**src/rtl/pfg_pkg.sv**
```systemverilog
package pfg_pkg;
  localparam int unsigned PAIR_COUNT = 2;

  typedef logic [1:0] safe_mode_t;

  // 00 low, 10 high, x1 released
  function automatic logic safe_level(safe_mode_t m);
    return (m == 2'b10);
  endfunction

  function automatic logic safe_drives(safe_mode_t m);
    return !m[0];
  endfunction
endpackage

```
**src/rtl/pfg_sync.sv**
```systemverilog
module pfg_sync #(
  parameter int unsigned STAGES    = 2,
  parameter logic        RESET_VAL = 1'b0
) (
  input  logic clk,
  input  logic rst,
  input  logic d,
  output logic q
);
  logic [STAGES-1:0] chain;

  always_ff @(posedge clk) begin
    if (rst) chain <= {STAGES{RESET_VAL}};
    else     chain <= {chain[STAGES-2:0], d};
  end

  assign q = chain[STAGES-1];
endmodule

```
**src/rtl/pfg_fault_sel.sv**
```systemverilog
module pfg_fault_sel #(
  parameter int unsigned NUM_SRC = 3
) (
  input  logic [NUM_SRC-1:0] sel,
  input  logic [NUM_SRC-1:0] raw_active,
  input  logic [NUM_SRC-1:0] sync_active,
  output logic               fault_now,
  output logic               fault_seen
);
  assign fault_now  = |(sel & raw_active);
  assign fault_seen = |(sel & sync_active);
endmodule

```
**src/rtl/pfg_flag_ctrl.sv**
```systemverilog
module pfg_flag_ctrl (
  input  logic clk,
  input  logic rst,
  input  logic fault_seen,
  input  logic auto_restart,
  input  logic wr,
  input  logic wdata,
  input  logic period_start,
  output logic flag_q,
  output logic run_q
);
  logic flag_d;
  logic run_d;

  always_comb begin
    if (fault_seen)        flag_d = 1'b1;
    else if (auto_restart) flag_d = 1'b0;
    else if (wr)           flag_d = wdata;
    else                   flag_d = flag_q;
  end

  always_comb begin
    if (period_start) run_d = !flag_q;
    else if (flag_q)  run_d = 1'b0;
    else              run_d = run_q;
  end

  always_ff @(posedge clk) begin
    if (rst) begin
      flag_q <= 1'b0;
      run_q  <= 1'b0;
    end else begin
      flag_q <= flag_d;
      run_q  <= run_d;
    end
  end
endmodule

```
**src/rtl/pfg_pin_drive.sv**
```systemverilog
module pfg_pin_drive
  import pfg_pkg::*;
#(
  parameter int unsigned NUM_PINS = 4
) (
  input  logic [NUM_PINS-1:0] raw,
  input  logic                pass,
  input  safe_mode_t          mode_ac,
  input  safe_mode_t          mode_bd,
  output logic [NUM_PINS-1:0] pin,
  output logic [NUM_PINS-1:0] oe
);
  for (genvar i = 0; i < NUM_PINS; i++) begin : g_pin
    localparam int unsigned PAIR = i % PAIR_COUNT;
    safe_mode_t m;
    assign m      = (PAIR == 0) ? mode_ac : mode_bd;
    assign pin[i] = pass ? raw[i] : safe_level(m);
    assign oe[i]  = pass ? 1'b1   : safe_drives(m);
  end
endmodule

```
**src/rtl/pwm_fault_guard.sv**
```systemverilog
module pwm_fault_guard
  import pfg_pkg::*;
#(
  parameter int unsigned SYNC_STAGES = 2,
  parameter int unsigned NUM_PINS    = 4
) (
  input  logic                clk,
  input  logic                rst,
  input  logic                cmp1_flt_i,
  input  logic                cmp2_flt_i,
  input  logic                ext_flt_n_i,
  input  logic                period_start_i,
  input  logic [NUM_PINS-1:0] pwm_raw_i,
  input  logic [2:0]          src_sel_i,
  input  logic [1:0]          safe_ac_i,
  input  logic [1:0]          safe_bd_i,
  input  logic                auto_restart_i,
  input  logic                flag_wr_i,
  input  logic                flag_wdata_i,
  output logic [NUM_PINS-1:0] pin_o,
  output logic [NUM_PINS-1:0] pin_oe_o,
  output logic                sd_flag_o
);
  localparam int unsigned NUM_SRC = 3;

  logic               ext_sync;
  logic [NUM_SRC-1:0] raw_active;
  logic [NUM_SRC-1:0] sync_active;
  logic               fault_now;
  logic               fault_seen;
  logic               flag_q;
  logic               run_q;
  logic               pass;

  pfg_sync #(.STAGES(SYNC_STAGES), .RESET_VAL(1'b0)) u_ext_sync (
    .clk (clk),
    .rst (rst),
    .d   (!ext_flt_n_i),
    .q   (ext_sync)
  );

  assign raw_active  = {!ext_flt_n_i, cmp2_flt_i, cmp1_flt_i};
  assign sync_active = {ext_sync,     cmp2_flt_i, cmp1_flt_i};

  pfg_fault_sel #(.NUM_SRC(NUM_SRC)) u_sel (
    .sel         (src_sel_i),
    .raw_active  (raw_active),
    .sync_active (sync_active),
    .fault_now   (fault_now),
    .fault_seen  (fault_seen)
  );

  pfg_flag_ctrl u_flag (
    .clk          (clk),
    .rst          (rst),
    .fault_seen   (fault_seen),
    .auto_restart (auto_restart_i),
    .wr           (flag_wr_i),
    .wdata        (flag_wdata_i),
    .period_start (period_start_i),
    .flag_q       (flag_q),
    .run_q        (run_q)
  );

  assign pass = run_q && !flag_q && !fault_now;

  pfg_pin_drive #(.NUM_PINS(NUM_PINS)) u_pins (
    .raw     (pwm_raw_i),
    .pass    (pass),
    .mode_ac (safe_ac_i),
    .mode_bd (safe_bd_i),
    .pin     (pin_o),
    .oe      (pin_oe_o)
  );

  assign sd_flag_o = flag_q;
endmodule

```
**config.mk**
```make
export PLATFORM = sky130hd
export DESIGN_NAME = pwm_fault_guard
export DESIGN_NICKNAME = d
export VERILOG_FILES = /design/src/rtl/pfg_pkg.sv /design/src/rtl/pfg_sync.sv /design/src/rtl/pfg_fault_sel.sv /design/src/rtl/pfg_flag_ctrl.sv /design/src/rtl/pfg_pin_drive.sv /design/src/rtl/pwm_fault_guard.sv
export SDC_FILE = /design/constraint.sdc
export NUM_CORES = 1
export LEC_CHECK = 0
export BUFFER_PORTS_ARGS = -buffer_cell sky130_fd_sc_hd__buf_2
export CAP_MARGIN = 20
export CORE_AREA = 2 2 39 41
export CTS_CLUSTER_SIZE = 8
export DETAILED_ROUTE_END_ITERATION = 10
export DIE_AREA = 0 0 41 43
export SETUP_SLACK_MARGIN = 0.05
export SLEW_MARGIN = 15
export SYNTH_ARGS = -nofsm -noshare
export SYNTH_HDL_FRONTEND = slang
export SYNTH_HIERARCHICAL = 1
export SYNTH_SLANG_ARGS = --single-unit
```
**constraint.sdc**
```tcl
create_clock -name clk -period 1.22 [get_ports clk]
set_input_delay 0.122 -clock clk [delete_from_list [all_inputs] [get_ports clk]]
set_output_delay 0.122 -clock clk [all_outputs]
set_load 0.005 [all_outputs]
```
=== After elaboration in Yosys (flattened, before gate mapping) ===
Cells that the tools add are included.

* Output and inout bits: 9
* Bits in registers: 4

* Mux-type cells: 11
* Bitwise logic cells: 2
* Reductions and logical operators: 11
* Eq/ne operators: 2

{| class="wikitable"
|+ Operators with widths
! operator !! count
|-
| $mux W1 || 11
|-
| $and A3 B3 Y3 || 2
|-
| $reduce_or A3 Y1 || 2
|-
| $logic_not A1 Y1 || 5
|-
| $eq A2 B2 Y1 const B || 2
|-
| $reduce_bool A3 Y1 || 1
|-
| $logic_and A1 B1 Y1 || 2
|-
| $reduce_bool A2 Y1 || 1
|}

=== Logic depth before layout (Yosys ltp) ===
Gate-level depths: netlist of run 1.

* Depth in word-level cells: 6
* Mapped depth: 6

=== By module ===
The synthesis of run 1 kept the hierarchy.

{| class="wikitable"
|+ By module, submodules not included
! module !! times used !! sequential area each (um^2) !! area each (um^2) !! cells each
|-
| pfg_pin_drive || 1 || 0.0 || 82.6 || 10
|-
| pfg_flag_ctrl || 1 || 40.0 || 77.6 || 7
|-
| pfg_sync || 1 || 40.0 || 52.6 || 4
|-
| pfg_fault_sel || 1 || 0.0 || 27.5 || 4
|-
| pwm_fault_guard || 1 || 0.0 || 16.3 || 2
|}

=== Worst setup path after synthesis of run 1 ===
Ideal clock, no wire load.

* Kind: input -> output
* From: input src_sel_i[0]
* To: output pin_oe_o[2]
* Setup slack: -0.090 ns
* Buffers on the path: 1
* Stages on the path: 5
* Arrival: 1.188 ns
* Data required time: 1.098 ns
* Cells stage by stage: a222oi_1 -> inv_1 -> nor3b_2 -> nand2b_1 -> buf_4

* Cells in the longest elaborated chain, start to end: 5

{| class="wikitable"
|+ RTL lines
! what !! line !! text
|-
| start, declared || pwm_fault_guard.sv:14 || <nowiki>input logic [2:0] src_sel_i,</nowiki>
|-
| $and A3 B3 Y3 || pfg_fault_sel.sv:10 || <nowiki>assign fault_now = |(sel & raw_active);</nowiki>
|-
| $reduce_or A3 Y1 || pfg_fault_sel.sv:10 ||
|-
| net fault_now || pwm_fault_guard.sv:29 || <nowiki>logic fault_now;</nowiki>
|-
| $logic_not A1 Y1 || pwm_fault_guard.sv:65 || <nowiki>assign pass = run_q && !flag_q && !fault_now;</nowiki>
|-
| $logic_and A1 B1 Y1 || pwm_fault_guard.sv:65 ||
|-
| net pass || pwm_fault_guard.sv:33 || <nowiki>logic pass;</nowiki>
|-
| $mux W1 || n/a ||
|-
| end, declared || pwm_fault_guard.sv:21 || <nowiki>output logic [NUM_PINS-1:0] pin_oe_o,</nowiki>
|}

The timed path passes the listed nets, and every way through them passes these cells.

=== Final worst setup path of run 1 ===
* From: input src_sel_i[0]
* To: output pin_o[2]

* Cells in the longest elaborated chain, start to end: 5

{| class="wikitable"
|+ RTL lines
! what !! line !! text
|-
| $and A3 B3 Y3 || pfg_fault_sel.sv:10 ||
|-
| $reduce_or A3 Y1 || pfg_fault_sel.sv:10 ||
|-
| net fault_now || pwm_fault_guard.sv:29 ||
|-
| $logic_not A1 Y1 || pwm_fault_guard.sv:65 ||
|-
| $logic_and A1 B1 Y1 || pwm_fault_guard.sv:65 ||
|-
| net pass || pwm_fault_guard.sv:33 ||
|-
| $mux W1 || pfg_pin_drive.sv:17 || <nowiki>assign pin[i] = pass ? raw[i] : safe_level(m);</nowiki>
|-
| end, declared || pwm_fault_guard.sv:20 || <nowiki>output logic [NUM_PINS-1:0] pin_o,</nowiki>
|}

The timed path passes the listed nets, and every way through them passes these cells.

==> flow_summary.ini, run 1 <==
[clocking]
numCtsBuffers = 3
clock-sinks = 4
clk_latency_ps = 230
root_buffer = clkbuf_4
cts_htree_levels = 1
clockBufferDepth = 2
tritoncts = yes
clkTransAtPathRegs_ps = 30

[route]
detail_route.first_pass.iterations = 4
drc = 0
via_count = 319
drtIter0Drc = 3
ant_nets = 0
vias_per_cell = 4.20
drt-total-wl_um = 684
wire_per_inst_um = 9.00

[placement]
pre_cts_ws_ps = -290
portBuffers = 28
dpl.hpwl_um = 604
gp_congestion = 0.637
place_area_um2 = 430

[die]
die-width_um = 41
dieArea_um2 = 1760
ios = 29
initial_core_util = 0.185
fp.dieH_um = 43
num_rows = 14
core-area_um2 = 1380

[pwr]
power_mw = 0.429
powerDensity_nw_per_um2 = 918
leakagePower_nw = 0.279
vdd_drop_max_uv = 462

[synthesis]
synth_seq_cells = 4
synth_nets = 47
ys_seq_area_frac = 0.312
yosysWarnings = 6
postSynthAreaPerCell_um2 = 9.50
syn_inst = 27
synth_area_um2 = 256
ys_types = 12

[timing]
fmax_mhz = 675
drv_slew = 0
worstMarginPinSlew_ps = 300
setup_viol = 8
rsz0062_at_grt = true
fin_skew_ps = 1.85
setup_tns_ps = -1660
min_period_ps = 1480
hold_violations = 0
period_share = 1.21
maxSlewHeadroom = 0.800
setup_ws_ps = -260

[critical_path]
regToRegSetupSlack_ps = 390
worst_setup_path_end_kind = primary output
startpoint_type = input pin
worstPathArrival_ps = 1360
r2r_end = u_flag/flag_q
rr_startpoint = u_flag/flag_q
cp-startpoint = src_sel_i[0]
crit_fanout = 6
worstPathRequired_ps = 1100
critPathCapture = pin_o[2]
reg2regPathDepth = 3
path_class = in -> out

[layout]
fillers = 159
final_common_cell = buf_2
area_delta_synth_final_pct = 82.0
drive_gt1_frac = 0.650
final_nets = 82
num_antenna_cells = 0
mostFrequentLayoutCells = buf_2, buf_4, dfxtp_1, a21o_1
stdcell_area_um2 = 467
postLayoutCoreUtil = 0.337

[grt]
grt_pass1_vias = 286
grt_start_max_net_pins = 7
grt_antenna_before_repair = 0
overflow = 0
grt_pass1_wl_mm = 1.03
grtUsageTotal = 0.0873

[run_status]
status = finished with violations
violations = setup timing

[run]
cap_violations = 0

[hold_path]
hold_path.class = in -> reg
==> worst max-delay path: stages <==
cell and delay [ps]:
buf_6 90, a222oi_1 340, inv_1 120, nor3b_4 310, nor3b_2 100, a21o_1 160, buf_2 120
==> metrics by stage <==
| stage | hold WS [ps] | std cells |
|---|---|---|
| after floorplan | 194 | 27 |
| after global placement | 320 | 72 |
| after detailed placement | 330 | 72 |
| after CTS | 79.4 | 76 |
| after global routing | 85.8 | 76 |
| final | 86.2 | 76 |
==> metal layers <==
layer  track usage  share of wire
met4        0.0800          0.020
met3        0.0157           0.12
met5             0              0
met1        0.0897           0.41
met2         0.138           0.45
==> state kept, by name, indices dropped and copies added (netlist names) <==
signal	flops
u_flag/flag_q	1
u_ext_sync/chain	2
u_flag/run_q	1
==> how the worst min path moves through the flow <==
stage	startpoint	end	slack [ps]	depth (start not counted)
floorplan	rst	u_ext_sync/chain[0]	190	1
global placement	auto_restart_i	u_flag/flag_q	320	2
detailed placement	auto_restart_i	u_flag/flag_q	330	2
CTS	auto_restart_i	u_flag/flag_q	80	2
global route	auto_restart_i	u_flag/flag_q	90	2
finish	auto_restart_i	u_flag/flag_q	90	2
==> what timing repair did <==
action                     4_1_cts  5_1_grt
cloned                           0        0
setup buffers                    1        0
gates resized for setup          1        0
hold buffers                     0        0
setup endpoints to repair        8        8
==> cell families after synthesis <==
logic type,count (synthesis),share of synthesized area
simple gates,10,0.302
mux,1,0.0390
buf+inv,5,0.102
flops,4,0.312
compound gates,7,0.244
==> Yosys cell counts, drive strengths merged <==
cell type | count | area [um2]
nor3 | 1 | 5.00
nor2 | 1 | 3.75
buf | 2 | 15.0
nand2b | 3 | 18.8
mux2i | 1 | 10.0
o31ai | 1 | 12.5
a222oi | 2 | 20.0
nor3b | 3 | 37.5
dfxtp | 4 | 80.1
nor2b | 2 | 12.5
a21o | 4 | 30.0
inv | 3 | 11.3
==> where the power goes <==
part | total, mW | switching [mW] | internal [mW]
logic | 0.120 | 0.0469 | 0.0734
registers | 0.146 | 0.00539 | 0.141
clock network | 0.162 | 0.0523 | 0.110
total | 0.429 | 0.105 | 0.324
==> final cells by class <==
cell class / instances / area, um2 / area share
Multi-Input combinational cell: 18 / 156 / 0.335
Clock buffer: 3 / 22.5 / 0.0483
Timing Repair Buffer: 32 / 176 / 0.378
Tap cell: 16 / 20.0 / 0.0429
Inverter: 3 / 11.3 / 0.0241
Sequential cell: 4 / 80.1 / 0.172
Note: power is estimated with default switching activity, not from simulation.
==> run 2: changes to the inputs <==
--- a/config.mk
+++ b/config.mk
@@ -12,6 +12,7 @@
 export DETAILED_ROUTE_END_ITERATION = 10
 export DIE_AREA = 0 0 41 43
 export SETUP_SLACK_MARGIN = 0.05
+export SKIP_LAST_GASP = 1
 export SLEW_MARGIN = 15
 export SYNTH_ARGS = -nofsm -noshare
 export SYNTH_HDL_FRONTEND = slang
==> constraint.sdc (replaced) <==
create_clock -name clk -period 1.35 [get_ports clk]
set_input_delay 0.135 -clock clk [delete_from_list [all_inputs] [get_ports clk]]
set_output_delay 0.135 -clock clk [all_outputs]
set_load 0.005 [all_outputs]
==> run 2 against run 1 <==
  * The run still ends with setup timing left
  * Core utilization up 5.1 points
  * Global-route usage rose by 1.6 points
  * Sequential cell count is the same
  * Count of clock-buffer cells in the layout unchanged
  * Via count up 5.0%
  * Sequential power is 8% lower
  * Combinational power rose by 13%
  * Register-to-register slack improved by 60 ps
  * Power shrank 2.9%
  * Critical endpoint unchanged
==> flow_summary.ini, run 2 (synthesis results as in run 1) <==
[grt]
use_met1 = 0.0962
use_met3 = 0.0314
globalRouteMet2Util = 0.191
top_usage_layer = met2
grt_pass1_vias = 341
overflow = 0
grtUsageTotal = 0.103
grt_pass1_wl_mm = 1.24
grt_antenna_before_repair = 0
grt_start_max_net_pins = 6

[placement]
dpl.cell_count = 72
dpl.hpwl_um = 606
portBuffers = 28
gp_congestion = 0.675

[critical_path]
worst_setup_path_end_kind = primary output
max_stage_delay_ps = 360
rr_startpoint = u_ext_sync/chain[1]
cp_cell_sequence = buf_6 -> a222oi_1 -> inv_1 -> nor3b_4 -> buf_6 -> nor3b_4 -> a21o_1 -> buf_2
startpoint_type = input pin
worstPathRequired_ps = 1220
path_class = in -> out
reg2regPathDepth = 4
r2r_end = u_flag/flag_q
worstPathArrival_ps = 1420
cp-startpoint = src_sel_i[0]
crit_fanout = 3
regToRegSetupSlack_ps = 450
crit_slowest_cell = a222oi_1

[hold_path]
hold_path.class = in -> reg
hold_depth = 2
whs_endpoint = u_flag/flag_q
min_from = auto_restart_i

[route]
wire_per_inst_um = 11.1
drc = 0
drt-total-wl_um = 844
via_count = 335
vias_per_cell = 4.41
drtIter0Drc = 2
ant_nets = 0
detail_route.first_pass.iterations = 3

[layout]
fin_cells = 76
num_antenna_cells = 0
fillers = 138
largest-register = u_ext_sync/chain
drive_gt1_frac = 0.683
postLayoutCoreUtil = 0.388
largest_reg_flops = 2
area_delta_synth_final_pct = 109
reg_top3 = u_ext_sync/chain: 2 flops, u_flag/flag_q: 1 flops, u_flag/run_q: 1 flops
final_common_cell = buf_2
mostFrequentLayoutCells = buf_2, buf_6, dfxtp_1, a21o_1
final_nets = 82

[timing]
min_period_ps = 1550
drv_slew = 0
rsz0062_at_grt = true
maxSlewHeadroom = 0.781
hold_violations = 0
setup_viol = 8
setup_ws_ps = -201
fin_skew_ps = 1.01
fmax_mhz = 645
worstMarginPinSlew_ps = 329
period_share = 1.15

[clocking]
clockBufferDepth = 2
clk_latency_ps = 230
clkTransAtPathRegs_ps = 40
numCtsBuffers = 3
clock-sinks = 4
cts_htree_levels = 1
root_buffer = clkbuf_4
tritoncts = yes

[die]
die-width_um = 41
core-area_um2 = 1380
dieArea_um2 = 1760
initial_core_util = 0.185
num_rows = 14
ios = 29
fp.dieH_um = 43

[pwr]
leakagePower_nw = 0.298
powerDensity_nw_per_um2 = 775
vdd_drop_max_uv = 384

[run_status]
status = finished with violations
violations = setup timing

[run]
cap_violations = 0
run 2: repair_timing:
action                     in CTS  in global routing
hold buffers                    0                  0
pin swaps                       2                  4
resized for setup               6                  7
setup endpoints to repair       8                  8
buffers inserted                1                  0
run 2: cell type report:
class | instances | area (um2) | area share
inverter | 3 | 11.3 | 0.0210
timing repair buffer | 32 | 219 | 0.408
sequential | 4 | 80.1 | 0.149
tap | 16 | 20.0 | 0.0373
clock buffer | 3 | 22.5 | 0.0420
multi-input combinational | 18 | 184 | 0.343
run 2: metrics by stage:
step	setup slack (ps)	hold WS, ps	power, mW	setup TNS, ps	instance area, um2
4_1_cts	-136	93.1	0.407	-677	497
3_5_place_dp	-143	340	0.238	-756	430
3_3_place_gp	-119	334	0.236	-602	430
5_1_grt	-267	96.4	0.444	-1680	537
6_report	-201	101	0.416	-1200	537
2_1_floorplan	61.7	207	0.182	0	263
run 2: worst max path at each step:
stage               cells past startpoint           to  slack [ps]
finish                                  8     pin_o[2]        -200
global route                            8     pin_o[0]        -270
CTS                                     8     pin_o[1]        -140
detailed placement                      8     pin_o[2]        -140
global placement                        8     pin_o[3]        -120
floorplan                               5  pin_oe_o[2]          60
run 2: report_power, final:
part | internal, mW | total [mW] | switching [mW] | leakage (nW)
clock | 0.0993 | 0.146 | 0.0471 | 0.0138
sequential | 0.127 | 0.134 | 0.00686 | 0.0332
combinational | 0.0853 | 0.136 | 0.0504 | 0.251
run 2: metal layers:
metal	wire length (um)	part of all wire	up-vias
met2	479	0.57	20
met5	0	0	-
met4	0	0	0
met1	280	0.33	151
met3	85	0.10	0
li1	-	-	164
run 2: critical path: cells and delay by family:
family | cells | cell delay [ps]
buffers and inverters | 4 | 470
AND/OR/NAND/NOR | 2 | 280
AO/OA/AOI/OAI | 2 | 510
==> run 3: changes to the inputs <==
--- a/config.mk
+++ b/config.mk
@@ -16,5 +16,4 @@
 export SLEW_MARGIN = 15
 export SYNTH_ARGS = -nofsm -noshare
 export SYNTH_HDL_FRONTEND = slang
-export SYNTH_HIERARCHICAL = 1
 export SYNTH_SLANG_ARGS = --single-unit
==> run 3 against run 2 <==
  * The run now ends clean
  * Cell area shrank 19%
  * Highest routed layer unchanged
  * Largest cell class is now multi-input gates
  * Clock skew up 1.7 ps
  * Sequential power is essentially flat
  * Non-clock buffer count is 3 lower
  * Clock power barely moved
==> flow_summary.ini, run 3 <==
[clocking]
numCtsBuffers = 3
clk_latency_ps = 240
cts_htree_levels = 1
tritoncts = yes
postCtsHoldBufs = 0
clkTransAtPathRegs_ps = 40
root_buffer = clkbuf_4
clockBufferDepth = 2
clock-sinks = 4

[die]
dieArea_um2 = 1760
ios = 29
fp.dieH_um = 43
initial_core_util = 0.185
die-width_um = 41
num_rows = 14
core-area_um2 = 1380

[timing]
hold_violations = 0
setup_viol = 0
fmax_mhz = 762
setup_tns_ps = 0
worstMarginPinSlew_ps = 170
fin_skew_ps = 2.75
whs_ps = 71.0
maxSlewHeadroom = 0.886
rsz0062_at_grt = true
period_share = 0.972
min_period_ps = 1310
drv_slew = 0

[route]
wire_per_inst_um = 8.76
detail_route.first_pass.iterations = 2
vias_per_cell = 3.97
ant_nets = 0
drt-total-wl_um = 622
drc = 0
via_count = 282
drtIter0Drc = 2

[grt]
grt_pass1_vias = 259
overflow = 0
grt_pass1_wl_um = 910
grt_start_max_net_pins = 7
grt_antenna_before_repair = 0
grtUsageTotal = 0.0792

[synthesis]
ys_seq_area_frac = 0.312
yosys.area.top_type = dfxtp_1
yosysWarnings = 0
synth_top_flop_cell = dfxtp_1
synth_area_um2 = 256
synth_seq_cells = 4
synth_edf_count = 0
postSynthAreaPerCell_um2 = 10.3
synth.top_cells.by_count = dfxtp_1, mux2_2, nand2_1, nor2b_1
ys_types = 13
synthTopCellsByArea = dfxtp_1, mux2_2, nand4b_4
synthArstFlopShare = 0
synth_top_area_frac = 0.312
synth_nets = 45
syn_inst = 25

[run]
cap_violations = 0

[critical_path]
regToRegSetupSlack_ps = 350
worst_setup_path_end_kind = primary output
path_class = reg -> out
rr_startpoint = u_flag.flag_q
startpoint_type = register
worstPathRequired_ps = 1220
reg2regPathDepth = 4
r2r_end = u_flag.flag_q
worstPathArrival_ps = 1180
crit_fanout = 6

[placement]
portBuffers = 28
dpl.cell_count = 67
gp_congestion = 0.585

[hold_path]
min_from = ext_flt_n_i
hold_depth = 2
hold_path.class = in -> reg
whs_endpoint = u_ext_sync.chain[0]

[layout]
final_common_cell = buf_2
mostFrequentLayoutCells = buf_2, mux2_2, nor2b_1, nand2_1, clkbuf_4
num_antenna_cells = 0
area_delta_synth_final_pct = 69.3
largest_reg_flops = 2
fin_cells = 71
final_nets = 77
drive_gt1_frac = 0.745
reg_top3 = u_ext_sync.chain: 2 flops, u_flag.flag_q: 1 flops, u_flag.run_q: 1 flops
largest-register = u_ext_sync.chain

[run_status]
status = finished, final reports clean

[pwr]
leakagePower_nw = 0.241
vdd_drop_max_uv = 424
powerDensity_nw_per_um2 = 865
-- run 3: cell count changes after synthesis, sizes merged, moves of 2 or more --
cell,before,now
nand2b,3,1
a222oi,2,0
nand2,0,3
nor3b,3,0
a21o,4,0
mux2,0,4
inv,3,0
-- run 3: area by class of cell --
cell class	instances	area [um2]
clock buffer	3	22.5
multi-input combinational	19	161
sequential	4	82.6
tap	16	20.0
timing repair buffer	29	148
fill	158	950
-- run 3: repair_timing --
item / 4_1_cts / 5_1_grt
endpoints found under the setup margin: 4 / 4
setup buffers: 1 / 0
gates resized for setup: 2 / 0
pin swaps: 0 / 0
-- run 3: critical path, cell delays in order, from the launching register on --
cell	delay [ps]
dfxtp_2	320
nand4b_4	160
mux2_2	340
buf_2	120
-- run 3: how the worst max path moves through the flow --
stage	start	slack (ps)	end
after floorplan	u_flag.flag_q	340	pin_o[0]
after global placement	src_sel_i[1]	170	pin_o[2]
after detailed placement	src_sel_i[1]	160	pin_o[2]
after CTS	u_flag.flag_q	30	pin_o[2]
after global routing	u_flag.flag_q	-20	pin_o[3]
final	u_flag.flag_q	40	pin_o[2]
-- run 3: metal layers --
| layer | track usage | up-vias | wire length (um) |
|---|---|---|---|
| met2 | 0.109 | 16 | 288 |
| met4 | 0.0400 | 0 | 0 |
| met5 | 0 | - | 0 |
| met3 | 0.0628 | 0 | 78 |
| met1 | 0.0833 | 118 | 255 |
| li1 | - | 148 | - |
-- run 3: report_power, final --
group	switching (mW)	internal, mW
registers	0.00413	0.128
logic	0.0372	0.0589
clock network	0.0482	0.0994
total	0.0895	0.286
-- run 3: stage by stage --
step | worst slack, ps | power, mW | util | area [um2]
detailed placement | 162 | 0.226 | 0.290 | 402
CTS | 28.1 | 0.381 | 0.314 | 434
global route | -18.0 | 0.405 | 0.314 | 434
floorplan | 339 | 0.178 | - | 256
finish | 38.0 | 0.375 | 0.314 | 434
global placement | 175 | 0.225 | 0.290 | 402
-- run 3: logic make-up after synthesis --
| group | synth area share |
|---|---|
| AOI/OAI and AO/OA | 0.107 |
| buffers and inverters | 0.0585 |
| DFF | 0.312 |
| muxes | 0.215 |
| and+or+nand+nor | 0.307 |
